**src/rtl/afmt_pkg.sv**
```systemverilog
package afmt_pkg;

   localparam int LANE_W = 32;
   localparam int CODE_W = 3;
   localparam int WID_W  = 6;

   typedef logic [LANE_W-1:0] lane_t;

   typedef enum logic [1:0] {
      FILL_ZERO = 2'd0,
      FILL_ONE  = 2'd1,
      FILL_LFSR = 2'd2
   } fill_e;

   typedef enum logic [1:0] {
      DMX_CH0 = 2'd0,
      DMX_CH1 = 2'd1,
      DMX_AVG = 2'd2
   } downmix_e;

   typedef struct packed {
      logic              dir;
      logic [CODE_W-1:0] hub_bits;
      logic [CODE_W-1:0] cli_bits;
      logic [CODE_W-1:0] hub_ch;
      logic [CODE_W-1:0] cli_ch;
      logic [1:0]        fill;
      logic              chop;
      logic [1:0]        down;
      logic              up;
   } cfg_t;

   // width code to bit count: 4 * (code + 1)
   function automatic logic [WID_W-1:0] code_width(input logic [CODE_W-1:0] c);
      return {1'b0, c, 2'b00} + WID_W'(4);
   endfunction

   // mask keeping the top w bits of a lane
   function automatic lane_t top_mask(input logic [WID_W-1:0] w);
      return ~({LANE_W{1'b1}} >> w);
   endfunction

   // half of one LSB at width w
   function automatic lane_t half_lsb(input logic [WID_W-1:0] w);
      return {1'b1, {(LANE_W-1){1'b0}}} >> w;
   endfunction

endpackage

```
**src/rtl/afmt_lfsr.sv**
```systemverilog
module afmt_lfsr #(
   parameter int               WIDTH    = 16,
   parameter logic [WIDTH-1:0] TAP_MASK = 16'hB400,
   parameter logic [WIDTH-1:0] SEED     = 16'hACE1
) (
   input  logic             clk,
   input  logic             rst_n,
   input  logic             step,
   output logic [WIDTH-1:0] state
);

   generate
      if (SEED == '0) begin : g_bad_seed
         $error("afmt_lfsr: SEED must be nonzero");
      end
      if (WIDTH < 2) begin : g_bad_width
         $error("afmt_lfsr: WIDTH too small");
      end
   endgenerate

   logic feedback;
   assign feedback = ^(state & TAP_MASK);

   always_ff @(posedge clk) begin
      if (!rst_n)    state <= SEED;
      else if (step) state <= {state[WIDTH-2:0], feedback};
   end

endmodule

```
**src/rtl/afmt_resize.sv**
```systemverilog
module afmt_resize
   import afmt_pkg::*;
(
   input  lane_t            din,
   input  logic [WID_W-1:0] src_w,
   input  logic [WID_W-1:0] dst_w,
   input  logic [1:0]       fill_mode,
   input  logic             chop,
   input  lane_t            fill_pat,
   output lane_t            dout
);

   lane_t src_m, dst_m, v, sum, fill_v;

   always_comb begin
      src_m = top_mask(src_w);
      dst_m = top_mask(dst_w);
      v     = din & src_m;
      sum   = v + half_lsb(dst_w);
      case (fill_mode)
         FILL_ONE:  fill_v = '1;
         FILL_LFSR: fill_v = fill_pat;
         default:   fill_v = '0;
      endcase
      if (dst_w > src_w) begin
         dout = v | (fill_v & dst_m & ~src_m);
      end else if (dst_w < src_w) begin
         if (chop)
            dout = v & dst_m;
         else if (!v[LANE_W-1] && sum[LANE_W-1])
            dout = {1'b0, {(LANE_W-1){1'b1}}} & dst_m;
         else
            dout = sum & dst_m;
      end else begin
         dout = v;
      end
   end

endmodule

```
**src/rtl/afmt_chmap.sv**
```systemverilog
module afmt_chmap
   import afmt_pkg::*;
#(
   parameter int NUM_LANES = 8,
   localparam int BUS_W = NUM_LANES * LANE_W
) (
   input  logic [BUS_W-1:0]  lanes_i,
   input  logic [CODE_W-1:0] src_ch,
   input  logic [CODE_W-1:0] dst_ch,
   input  logic [1:0]        down,
   input  logic              up,
   input  logic [WID_W-1:0]  dst_w,
   output logic [BUS_W-1:0]  lanes_o
);

   lane_t        li [NUM_LANES];
   lane_t        lo [NUM_LANES];
   logic [LANE_W:0] pair_sum;
   lane_t        mean;

   genvar g;
   generate
      for (g = 0; g < NUM_LANES; g++) begin : g_unpack
         assign li[g] = lanes_i[g*LANE_W +: LANE_W];
         assign lanes_o[g*LANE_W +: LANE_W] = lo[g];
      end
   endgenerate

   always_comb begin
      pair_sum = {li[0][LANE_W-1], li[0]} + {li[1][LANE_W-1], li[1]};
      mean     = pair_sum[LANE_W:1] & top_mask(dst_w);
      for (int i = 0; i < NUM_LANES; i++) lo[i] = '0;
      if (src_ch == CODE_W'(1) && dst_ch == CODE_W'(0)) begin
         case (down)
            DMX_CH1: lo[0] = li[1];
            DMX_AVG: lo[0] = mean;
            default: lo[0] = li[0];
         endcase
      end else if (src_ch == CODE_W'(0) && dst_ch == CODE_W'(1)) begin
         lo[0] = li[0];
         lo[1] = up ? li[0] : '0;
      end else begin
         for (int i = 0; i < NUM_LANES; i++)
            if (i <= int'(src_ch) && i <= int'(dst_ch)) lo[i] = li[i];
      end
   end

endmodule

```
**src/rtl/afmt_conv.sv**
```systemverilog
module afmt_conv
   import afmt_pkg::*;
#(
   parameter int                NUM_LANES = 8,
   parameter int                LFSR_W    = 16,
   parameter logic [LFSR_W-1:0] LFSR_TAPS = 16'hB400,
   parameter logic [LFSR_W-1:0] LFSR_SEED = 16'hACE1
) (
   input  logic                        clk,
   input  logic                        rst_n,
   input  logic                        in_valid,
   output logic                        in_ready,
   input  logic [NUM_LANES*LANE_W-1:0] in_data,
   output logic                        out_valid,
   input  logic                        out_ready,
   output logic [NUM_LANES*LANE_W-1:0] out_data,
   input  logic                        cfg_dir,
   input  logic [2:0]                  cfg_hub_bits,
   input  logic [2:0]                  cfg_cli_bits,
   input  logic [2:0]                  cfg_hub_ch,
   input  logic [2:0]                  cfg_cli_ch,
   input  logic [1:0]                  cfg_fill,
   input  logic                        cfg_chop,
   input  logic [1:0]                  cfg_down,
   input  logic                        cfg_up
);

   localparam int BUS_W  = NUM_LANES * LANE_W;
   localparam int N_COPY = LANE_W / LFSR_W;

   generate
      if (NUM_LANES < 2 || NUM_LANES > 8) begin : g_bad_lanes
         $error("afmt_conv: NUM_LANES must be 2..8");
      end
      if (LANE_W % LFSR_W != 0) begin : g_bad_lfsr
         $error("afmt_conv: LFSR_W must divide the lane width");
      end
   endgenerate

   cfg_t cfg_in, cfg_q, cfg_eff;
   logic accept;

   assign cfg_in = '{dir: cfg_dir, hub_bits: cfg_hub_bits, cli_bits: cfg_cli_bits,
                     hub_ch: cfg_hub_ch, cli_ch: cfg_cli_ch, fill: cfg_fill,
                     chop: cfg_chop, down: cfg_down, up: cfg_up};

   // settings are only picked up while the output stage is empty
   assign cfg_eff  = out_valid ? cfg_q : cfg_in;
   assign in_ready = !out_valid || out_ready;
   assign accept   = in_valid && in_ready;

   logic [CODE_W-1:0] src_code, dst_code, src_ch, dst_ch;
   logic [WID_W-1:0]  src_w, dst_w;

   assign src_code = cfg_eff.dir ? cfg_eff.hub_bits : cfg_eff.cli_bits;
   assign dst_code = cfg_eff.dir ? cfg_eff.cli_bits : cfg_eff.hub_bits;
   assign src_ch   = cfg_eff.dir ? cfg_eff.hub_ch   : cfg_eff.cli_ch;
   assign dst_ch   = cfg_eff.dir ? cfg_eff.cli_ch   : cfg_eff.hub_ch;
   assign src_w    = code_width(src_code);
   assign dst_w    = code_width(dst_code);

   // settings of the frame held on the output (used by the checker)
   logic [WID_W-1:0]  frame_dst_w;
   logic [CODE_W-1:0] frame_dst_ch;
   assign frame_dst_w  = code_width(cfg_q.dir ? cfg_q.cli_bits : cfg_q.hub_bits);
   assign frame_dst_ch = cfg_q.dir ? cfg_q.cli_ch : cfg_q.hub_ch;

   logic [LFSR_W-1:0] lfsr_state;
   lane_t             fill_pat;

   afmt_lfsr #(
      .WIDTH    (LFSR_W),
      .TAP_MASK (LFSR_TAPS),
      .SEED     (LFSR_SEED)
   ) u_lfsr (
      .clk   (clk),
      .rst_n (rst_n),
      .step  (accept),
      .state (lfsr_state)
   );

   assign fill_pat = {N_COPY{lfsr_state}};

   logic [BUS_W-1:0] resized, mapped;

   genvar g;
   generate
      for (g = 0; g < NUM_LANES; g++) begin : g_lane
         afmt_resize u_rs (
            .din       (in_data[g*LANE_W +: LANE_W]),
            .src_w     (src_w),
            .dst_w     (dst_w),
            .fill_mode (cfg_eff.fill),
            .chop      (cfg_eff.chop),
            .fill_pat  (fill_pat),
            .dout      (resized[g*LANE_W +: LANE_W])
         );
      end
   endgenerate

   afmt_chmap #(.NUM_LANES(NUM_LANES)) u_map (
      .lanes_i (resized),
      .src_ch  (src_ch),
      .dst_ch  (dst_ch),
      .down    (cfg_eff.down),
      .up      (cfg_eff.up),
      .dst_w   (dst_w),
      .lanes_o (mapped)
   );

   always_ff @(posedge clk) begin
      if (!rst_n) begin
         cfg_q     <= '0;
         out_valid <= 1'b0;
         out_data  <= '0;
      end else begin
         cfg_q <= cfg_eff;
         if (accept) begin
            out_valid <= 1'b1;
            out_data  <= mapped;
         end else if (out_ready) begin
            out_valid <= 1'b0;
         end
      end
   end

endmodule

```
**config.mk**
```make
export PLATFORM = sky130hd
export DESIGN_NAME = afmt_conv
export DESIGN_NICKNAME = d
export VERILOG_FILES = /design/src/rtl/afmt_pkg.sv /design/src/rtl/afmt_lfsr.sv /design/src/rtl/afmt_resize.sv /design/src/rtl/afmt_chmap.sv /design/src/rtl/afmt_conv.sv
export SDC_FILE = /design/constraint.sdc
export NUM_CORES = 1
export LEC_CHECK = 0
export BUFFER_PORTS_ARGS = -buffer_cell sky130_fd_sc_hd__clkbuf_2
export CAP_MARGIN = 20
export CORE_AREA = 2 2 292 294
export DETAILED_ROUTE_END_ITERATION = 12
export DIE_AREA = 0 0 294 296
export GPL_ROUTABILITY_DRIVEN = 0
export PLACE_DENSITY = 0.51
export SLEW_MARGIN = 30
export SYNTH_ARGS = -nofsm -noshare
export SYNTH_HDL_FRONTEND = slang
export SYNTH_SLANG_ARGS = --single-unit
```
**constraint.sdc**
```tcl
create_clock -name clk -period 9.9 [get_ports clk]
set_clock_uncertainty 0.05 [all_clocks]
set_input_delay 0.99 -clock clk [delete_from_list [all_inputs] [get_ports clk]]
set_output_delay 0.99 -clock clk [all_outputs]
set_load 0.05 [all_outputs]
```
==> results of run 1 <==
[power breakdown]
group	internal [W]	leakage (nW)	switching [W]
Sequential	0.00125	2.37	0.0000652
Clock	0.000924	0.682	0.000674
Combinational	0.00101	10.0	0.00263
[layer usage]
| metal | track usage | wire length [um] |
|---|---|---|
| met5 | 0 | 239 |
| met3 | 0.0908 | 17200 |
| met1 | 0.405 | 57300 |
| met4 | 0.172 | 8940 |
| met2 | 0.511 | 65300 |
[flip-flops by register name (all words and copies together) (netlist names)]
signal	cells
out_data	256
cfg_q	19
u_lfsr.state	16
out_valid	1
[stage by stage]
step / utilization / cells / worst slack, ps
finish: 0.361 / 5174 / 1850
global route: 0.361 / 5168 / 1460
CTS: 0.360 / 5161 / 1970
global placement: 0.344 / 5087 / 1580
floorplan: - / 3586 / 1430
detailed placement: 0.344 / 5087 / 1450
[worst max-delay path: cells and delay by family, from the launching register on]
kind | cells | cell delay (ps)
AND/OR/NAND/NOR | 8 | 1310
buffers and inverters | 3 | 550
AO/OA/AOI/OAI | 14 | 3710
multiplexers | 1 | 380
flip-flops | 1 | 580
XOR/XNOR | 1 | 90
adder cells (fa/ha/maj) | 4 | 1200
[kinds of logic (layout without fill, tap and decap cells)]
kind of cell,Yosys count,after routing,synth area share
buf+inv,305,791,0.0468
fa+ha+maj,120,120,0.0605
mux,49,49,0.0209
flops,292,292,0.235
xor+xnor,150,150,0.0527
compound gates,1295,1295,0.332
simple gates,1375,1375,0.253
other cells,0,12,0
[layout by cell type (no fill, tap or decap), types with 42 or more instances in the layout]
master       n
nand2_1    549
clkbuf_2   536
a21oi_1    416
nor2_1     319
dfxtp_1    291
o21ai_0    283
ha_1       119
nand3_1    104
buf_4       90
inv_1       84
xnor2_1     81
xor2_1      69
nor3_1      67
and3_1      65
and2_1      61
a31oi_1     51
nand4_1     50
a21o_1      50
a22oi_1     50
nor2b_1     49
o31ai_1     44
clkbuf_16   42
[worst paths after layout]
check | cells past startpoint | start | to | slack (ps)
setup / recovery | 31 | cfg_q[18] | out_data[27] | 1850
hold reg to reg | 2 | out_data[149] | out_data[149] | 380
hold / removal | 2 | out_data[149] | out_data[149] | 380
setup reg to reg | 31 | cfg_q[18] | out_data[27] | 1850
[area by class of cell]
class | instances | area, sq um | area share
antenna | 12 | 30.0 | 0.000987
clock buffer | 53 | 1140 | 0.0376
clock inverter | 21 | 246 | 0.00811
inverter | 87 | 329 | 0.0108
multi-input combinational | 2989 | 18000 | 0.592
sequential | 292 | 5850 | 0.192
tap | 1090 | 1360 | 0.0448
timing repair buffer | 630 | 3450 | 0.113
==> impl_metrics.toml, run 1 <==
[outcome]
status = "finished, final reports clean"

[clock_tree]
post-cts-setup-buffers = 0
cts_tree = "yes"
cts_max_level = 2
cts-resized-gates = 0
cts_buffers = 41
hold_buffers = 0
clock-root-buffer = "clkbuf_16"
clk_pin_slew_ps = 60
clock-sinks = 292
insertion_delay_ps = 630
clk_path_buf_depth = 3

[logic_synthesis]
yosys_warnings = 0
synth-async-reset-ratio = 0
yosysUniqueCellTypes = 92
synthTopCellsByArea = "dfxtp_1 (23%), a21oi_1 (8.4%), nand2_1 (8.3%), ha_1 (6.0%), o21ai_0 (5.7%)"
synth_edf_count = 0
ys_top_cells_by_count = "nand2_1 (551), a21oi_1 (416), nor2_1 (323)"
synth-seq-cells = 292
synth_ff_type = "dfxtp_1"
post-synth-top-area-fraction = 0.235
synth_area_leader_cell = "dfxtp_1"
yosysMostFrequentCell = "nand2_1"
avgSynthCellArea_sq_um = 6.95
ys_seq_area_frac = 0.235
netlist_instances = 3586
netlist_area_sq_mm = 0.0249
synth_nets = 3985

[worst_setup_path]
crit_arrival_ps = 8440
crit_top_cell = "ha_1"
cpMaxStageDelayCell = "dfxtp_1"
cp_max_fo = 9
worstSetupPathType = "reg -> reg"
max_stage_delay_ps = 580
critPathCaptureType = "flip-flop"
required_ps = 10290
start_kind = "flip-flop"

[timing]
max_freq_mhz = 124
worst_pin_slew_ps = 1100
rsz0062_at_grt = "false"
finalHoldWorstSlack_ps = 383
setup_tns_ps = 0
drv_slew = 0
period_minus_slack_ps = 8050
period_share = 0.813
max_slew_margin = 0.261
setup_violations = 0
hold_viol_final = 0

[die]
dieArea_sq_mm = 0.0870
initial_core_util = 0.296
rows = 107
die_x_um = 294
die_h_um = 296
coreArea_sq_mm = 0.0842
io_pins = 537

[final_layout]
final_area_sq_mm = 0.0304
nNetsFinal = 4440
drive_gt1_frac = 0.191
num-fill-cells = 9152
syn2layout_area_growth_pct = 22.0

[job]
maxCapViolations = 0

[global_routing]
first_global_vias = 29400
gr-total-overflow = 0
track_usage = 0.326
antenna_found_initial = 34
grt_max_degree = 169
grt_pass1_wl_um = 208000

[drt]
wl_um = 149000
drtPass1Iterations = 6
drt_iter0_drc = 3788
post_drt_wl_per_cell_um = 28.8
vias_per_cell = 6.12
vias = 31700
remaining_drc_errors = 0
ant_nets = 0

[hold_path]
hold_class = "reg -> reg"

[power_and_ir_drop]
p_per_area_mw_per_mm2 = 216
max-vdd-ir-drop_v = 0.000150
power.total_w = 0.00656
p_leak_nw = 13.1

[placed_design]
place_hpwl_um = 114000
placed_cell_area_sq_mm = 0.0290
port_buffers = 536
Note: power is estimated with default switching activity, not from simulation.
==> run 2: changes to the inputs <==
--- a/config.mk
+++ b/config.mk
@@ -11,7 +11,7 @@
 export DETAILED_ROUTE_END_ITERATION = 12
 export DIE_AREA = 0 0 294 296
 export GPL_ROUTABILITY_DRIVEN = 0
-export PLACE_DENSITY = 0.51
+export PLACE_DENSITY = 0.53
 export SLEW_MARGIN = 30
 export SYNTH_ARGS = -nofsm -noshare
 export SYNTH_HDL_FRONTEND = slang
==> constraint.sdc (replaced) <==
create_clock -name clk -period 7 [get_ports clk]
set_clock_uncertainty 0.05 [all_clocks]
set_input_delay 0.7 -clock clk [delete_from_list [all_inputs] [get_ports clk]]
set_output_delay 0.7 -clock clk [all_outputs]
set_load 0.05 [all_outputs]
==> run 2 against run 1 <==
Combinational power is 64% higher; non-clock buffer count is 241 higher; register-to-register slack worse by 1600 ps; clock power is 43% higher; setup slack worse by 1600 ps; global-route usage hardly changed; largest cell class unchanged; design area is 6.1% higher.
==> impl_metrics.toml, run 2 (same netlist as run 1, synthesis figures left out) <==
[timing]
hold_viol_final = 0
max_slew_margin = 0.342
finalHoldWorstSlack_ps = 287
worst_pin_slew_ps = 976
period_share = 0.969
period_minus_slack_ps = 6780
setup_violations = 0
max_freq_mhz = 148
rsz0062_at_grt = "false"
layout_setup_ws_ps = 220
drv_slew = 0

[worst_setup_path]
cpMaxStageDelayCell = "o21ai_0"
required_ps = 7390
crit_family = "compound AO/OA/AOI/OAI gates"
worstSetupPathType = "reg -> reg"
crit_arrival_ps = 7170
crit_top_cell = "ha_1"
critPathCaptureType = "flip-flop"
max_stage_delay_ps = 520
crit_buf_inv = 5
start_kind = "flip-flop"
cp_max_fo = 9

[final_layout]
nNetsFinal = 4681
largest_reg_flops = 256
largest_registers = "out_data: 256 flops, cfg_q: 19 flops, u_lfsr.state: 16 flops"
syn2layout_area_growth_pct = 29.4
largest-register = "out_data"
final_common_cell = "nand2_1"
multi_input_area_sq_mm = 0.0180
drive_gt1_frac = 0.239
final_area_sq_mm = 0.0323
register_area_sq_mm = 0.00585
mostFrequentLayoutCells = "nand2_1 (547), clkbuf_2 (536), a21oi_1 (415)"
num-fill-cells = 9087

[drt]
met3_wirelength_um = 18200
routed.top_layer = "met5"
ant_nets = 0
remaining_drc_errors = 0
vias_per_cell = 5.97
wl_met1_um = 56600
vias = 32300
drt_iter0_drc = 3917
post_drt_wl_per_cell_um = 27.6
wl_um = 149000
drtPass1Iterations = 6
met2_length_um = 65800

[die]
dieArea_sq_mm = 0.0870
die_x_um = 294
coreArea_sq_mm = 0.0842
io_pins = 537
rows = 107
initial_core_util = 0.296
die_h_um = 296

[clock_tree]
clock-root-buffer = "clkbuf_16"
clk_pin_slew_ps = 70
clock-sinks = 292
insertion_delay_ps = 600
clk_path_buf_depth = 3
cts_max_level = 2
cts_buffers = 41
cts_tree = "yes"

[power_and_ir_drop]
p_per_area_mw_per_mm2 = 314
power.total_w = 0.0101
p_leak_nw = 14.3
max-vdd-ir-drop_v = 0.000214

[global_routing]
track_usage = 0.326
first_global_vias = 29800
antenna_found_initial = 28
grt_pass1_wl_um = 209000
grt_max_degree = 123
gr-total-overflow = 0

[hold_path]
hold_class = "in -> reg"

[placed_design]
place_ws_ps = -4.37
place_hpwl_um = 117000
placed_cell_area_sq_mm = 0.0308
port_buffers = 536

[job]
maxCapViolations = 0

[outcome]
status = "finished, final reports clean"
[run 2: what timing repair did]
action / CTS / global route
gates resized for setup: 0 / 6
setup buffers: 0 / 1
setup endpoints to repair: 0 / 13
hold buffers: 0 / 0
[run 2: where the power goes]
part | total (W) | switching (W) | internal [W] | leakage (nW)
Clock | 0.00229 | 0.000954 | 0.00133 | 0.681
Combinational | 0.00599 | 0.00393 | 0.00207 | 11.2
Sequential | 0.00185 | 0.0000859 | 0.00177 | 2.37
Total | 0.0101 | 0.00496 | 0.00517 | 14.3
[run 2: worst paths after layout]
path	start	end	slack [ps]	cells past startpoint
worst min-delay path	in_data[223]	out_data[223]	290	2
worst max-delay path	cfg_q[18]	out_data[24]	220	31
worst min register to register	out_data[175]	out_data[175]	390	2
worst max register to register	cfg_q[18]	out_data[24]	220	31
[run 2: worst register-to-register path: cells and delay by family, from the launching register on]
kind            cells  cell delay [ps]
flops               1              460
compound gates     14             3130
fa+ha+maj           4             1070
simple gates        6              600
buf+inv             5              810
xor+xnor            1              130
mux                 1              370
[run 2: area by class of cell]
type | count | share of cell area
multi-input combinational | 2989 | 0.559
clock buffer | 53 | 0.0351
tap | 1090 | 0.0423
antenna | 11 | 0.000853
clock inverter | 22 | 0.00849
timing repair buffer | 871 | 0.162
inverter | 87 | 0.0102
sequential | 292 | 0.181
[run 2: through the flow]
step	TNS [ps]	cells	utilization
final	0	5415	0.383
after global routing	0	5411	0.383
after CTS	0	5402	0.382
after detailed placement	-7.98	5327	0.366
after global placement	0	5327	0.366
after floorplan	0	3586	-
[run 2: layer usage]
layer  global-route usage  vias up
met1                0.398    15200
li1                     -    14600
met2                0.518     2035
met5                    0        -
met3                0.101      421
met4                0.166       32
